--- config.mk ---
export PLATFORM = sky130hd
export DESIGN_NAME = dtc_polsel
export DESIGN_NICKNAME = d
export VERILOG_FILES = /design/src/rtl/dtc_polsel.sv
export SDC_FILE = /design/constraint.sdc
export NUM_CORES = 1
export LEC_CHECK = 0
export BUFFER_PORTS_ARGS = -buffer_cell sky130_fd_sc_hd__clkbuf_2
export CORE_AREA = 2 2 39 41
export CTS_CLUSTER_DIAMETER = 60
export DETAILED_ROUTE_END_ITERATION = 10
export DIE_AREA = 0 0 41 43
export GPL_TIMING_DRIVEN = 0
export HOLD_SLACK_MARGIN = 0.1
export PLACE_DENSITY_LB_ADDON = 0.1
export SYNTH_ARGS = -nofsm -noshare
export SYNTH_HDL_FRONTEND = slang
export SYNTH_SLANG_ARGS = --single-unit
export TNS_END_PERCENT = 100
--- constraint.sdc ---
create_clock -name clk -period 1.2 [get_ports clk]
set_input_delay 0.24 -clock clk [delete_from_list [all_inputs] [get_ports clk]]
set_output_delay 0.24 -clock clk [all_outputs]
set_load 0.01 [all_outputs]
--- src/rtl/dtc_polsel.sv ---
module dtc_polsel #(
  parameter int NPAIR = 3
) (
  input  logic             clk,
  input  logic             rst_n,
  input  logic [1:0]       mode,
  input  logic             center_mode,
  input  logic             half_strobe,
  input  logic             end_strobe,
  input  logic             reload_strobe,
  input  logic [NPAIR-1:0] top_on,
  input  logic [NPAIR-1:0] bot_on,
  input  logic [NPAIR-1:0] sense_in,
  input  logic [NPAIR-1:0] sw_pol,
  output logic [NPAIR-1:0] sel_odd
);
  logic [NPAIR-1:0] sync1, sync2, lat, cap_en, src;
  logic             fixed_pt;

  assign fixed_pt = center_mode ? half_strobe : end_strobe;
  assign src      = mode[1] ? lat : sw_pol;

  always_comb begin
    case (mode)
      2'b10:   cap_en = ~(top_on | bot_on);
      2'b11:   cap_en = {NPAIR{fixed_pt}};
      default: cap_en = '0;
    endcase
  end

  always_ff @(posedge clk or negedge rst_n) begin
    if (!rst_n) begin
      sync1   <= '0;
      sync2   <= '0;
      lat     <= '0;
      sel_odd <= '0;
    end else begin
      sync1 <= sense_in;
      sync2 <= sync1;
      lat   <= (lat & ~cap_en) | (sync2 & cap_en);
      if (reload_strobe) sel_odd <= src;
    end
  end
endmodule


After elaboration in Yosys (flattened, before gate mapping)
Cells that the tools add are included.

cells by class
  equal/unequal tests = 2
  muxes and demuxes = 3
  bitwise operators = 6

operators with widths
  cell                                        count
  3-bit AND                                   2
  3-bit inverter                              2
  3-bit bitwise OR                            2
  3-bit one-hot mux with 2 select lines       1
  2-bit equality test, second input constant  2
  3-bit two-way mux                           1
  1-bit two-way mux                           1

storage, ports and cells
  flip-flop bits (word level) = 12

Depth between registers and ports, before layout
  word-level depth = 6
  gate-level depth with buffers = 4

Least setup slack after synthesis
No wires, ideal clock.

  path kind = input -> register
  start point = in mode[1]
  end point = reg (tool-made name)
  setup time = 0.128 ns
  arrival time = 1.158 ns
  path slack = -0.086 ns
  stages = 4
  buffers on the path = 1
  path through = buf_6 or4b_1 o21ai_0 mux2_1

RTL lines
  what                RTL line  RTL
  start: declaration  6         input logic [1:0] mode,

==> metrics.yaml <==
grt_usage_pct: 11.3
dr.pass1.iters: 2
antenna_found_initial: 0
start_util_pct: 33.3
antenna_cells: 0
rsz0062_at_grt: "no"
insertion_delay_ns: 0.26
synth_top_area_share_pct: 65.2
drc: 0
fmax_mhz: 890
cp.required_ns: 1.34
coreArea_sq_um: 1380
grt_max_degree: 13
synth_area_per_cell_sq_um: 14.0
status: "complete, no violations"
cp.arrival_ns: 1.27
pre_cts_slack_ns: -0.212
critPathLaunch: "bot_on[0]"
dp.final_hpwl_um: 698
hp-start: "reload_strobe"
io_pins: 23
cts_buffers: 3
drive_gt1_share_pct: 41.0
cp-end-kind: "register"
ys_top_cells_by_count: "dfrtp_1 (12), mux2i_1 (4)"
wl_per_cell_um: 11.2
ys_async_sr_fraction_pct: 100
synth_flop_cell: "dfrtp_1"
area_growth_pct: 41.6
fin_nets: 83
cts.sinks: 12
fin_util_pct: 47.1
drtIter0Drc: 1
synthTopCellsByArea: "dfrtp_1 (65%), mux2i_1 (8.7%), mux2_1 (7.3%), or4b_1 (6.5%), a21oi_1 (3.3%)"
cts_root_buf: "clkbuf_4"
final_hold_viol_count: 0
num_rows: 14
die_area_sq_um: 1760
skew_ns: 0.000481
setup_slack_ns: 0.0763
ys_seq_area_share_pct: 65.2
slew_headroom_pct: 83.1
p_per_area_nw_per_um2: 1280
place_area_sq_um: 589
min_period_over_period_pct: 93.6
synth-seq-cells: 12
cts-resized-gates: 0
worstHoldPathCells: 2
yosys.cell_count.top_type: "dfrtp_1"
grt_pass1_vias: 338
hold_path_class: "input port to register"
reg2reg_slack_ns: 0.43
netlist_area_sq_um: 460
syn_inst: 33
holdPathEnd: "sel_odd[1]$_DFFE_PN0P_"
yosys_warnings: 0
die_w_um: 41
critPathMaxFanout: 1
postCtsHoldBufs: 4
cts.path.max_buffers: 2
drv_cap: 0
path_clk_slew_ns: 0.06
synth_edf_count: 0
fin_area_sq_um: 652
routed_wl_um: 862
syn-num-nets: 53
place_congestion: 0.640
grt_overflow: 0
grt_pass1_wl_mm: 1.26
min_period_ns: 1.12
cts_tree: "done"
ir_drop_mv: 0.507
vias: 352
cts.htree.levels: 1
p_leak_nw: 0.323
cts_setup_buffers: 0
setup_violations: 0
viasPerCell: 4.57
worst_pin_slew_ns: 0.246
ys_types: 9
final_max_slew_viol_count: 0
port_buffers: 21
crit_path_start_kind: "input port"
chipHeight_um: 43
crit_type: "input port to register"
yosysTopAreaCell: "dfrtp_1"
reg2regPathDepth: 1
nFillCells: 131
detail-route-antenna-nets: 0
[area by class of cell]
class                   instances  area (sq um)  area share [%]
flip-flops and latches         12           300            46.1
repair buffers                 25           145            22.3
well taps                      16          20.0            3.07
plain buffers                   1          15.0            2.30
clock buffers                   3          22.5            3.45
multi-input cells              20           149            22.8
[kinds of logic (layout without fill, tap and decap cells)]
kind of cell | after synthesis | in the layout | share of synthesized area [%]
flops | 12 | 12 | 65.2
buf+inv | 1 | 29 | 2.45
compound gates | 6 | 6 | 6.52
simple gates | 7 | 7 | 9.78
mux | 7 | 7 | 16.0
[through the flow]
| step | TNS, ns | hold slack, ns | cells | power, mW |
|---|---|---|---|---|
| after global routing | 0 | 0.220 | 77 | 0.906 |
| after floorplan | -0.229 | -0.0556 | 33 | 0.540 |
| after CTS | 0 | 0.214 | 77 | 0.862 |
| after global placement | -0.546 | 0.123 | 70 | 0.603 |
| after detailed placement | -0.619 | 0.136 | 70 | 0.612 |
| final | 0 | 0.231 | 77 | 0.837 |
[power breakdown]
| part | switching [mW] | leakage [nW] | internal (mW) |
|---|---|---|---|
| Combinational | 0.0594 | 0.171 | 0.0765 |
| Sequential | 0.0210 | 0.139 | 0.452 |
| Clock | 0.112 | 0.0138 | 0.116 |
| Total | 0.193 | 0.323 | 0.644 |
[metal layers]
metal	vias to the layer above	global-route usage, %	routed length [um]
met3	0	3.14	82
met1	161	11.1	322
met4	0	10.0	0
li1	174	-	-
met2	17	17.8	457
met5	-	0	0
[critical path: stages]
cell      delay [ns]
clkbuf_2        0.08
or4b_1          0.51
o21ai_1         0.11
mux2_1          0.33
[worst max path at each step]
stage,depth (start not counted),to
final,4,register
after global routing,4,register
after CTS,4,register
after detailed placement,4,register
after global placement,4,register
after floorplan,4,register
[layout by cell type (no fill, tap or decap), drive strengths merged]
master,n
nor2,3
nand2,1
mux2i,4
buf,1
dfrtp,12
or4b,3
mux2,3
o21ai,3
a21oi,3
clkbuf,24
dlygate4sd3,4
No activity file was read; power rests on OpenSTA's default activity.
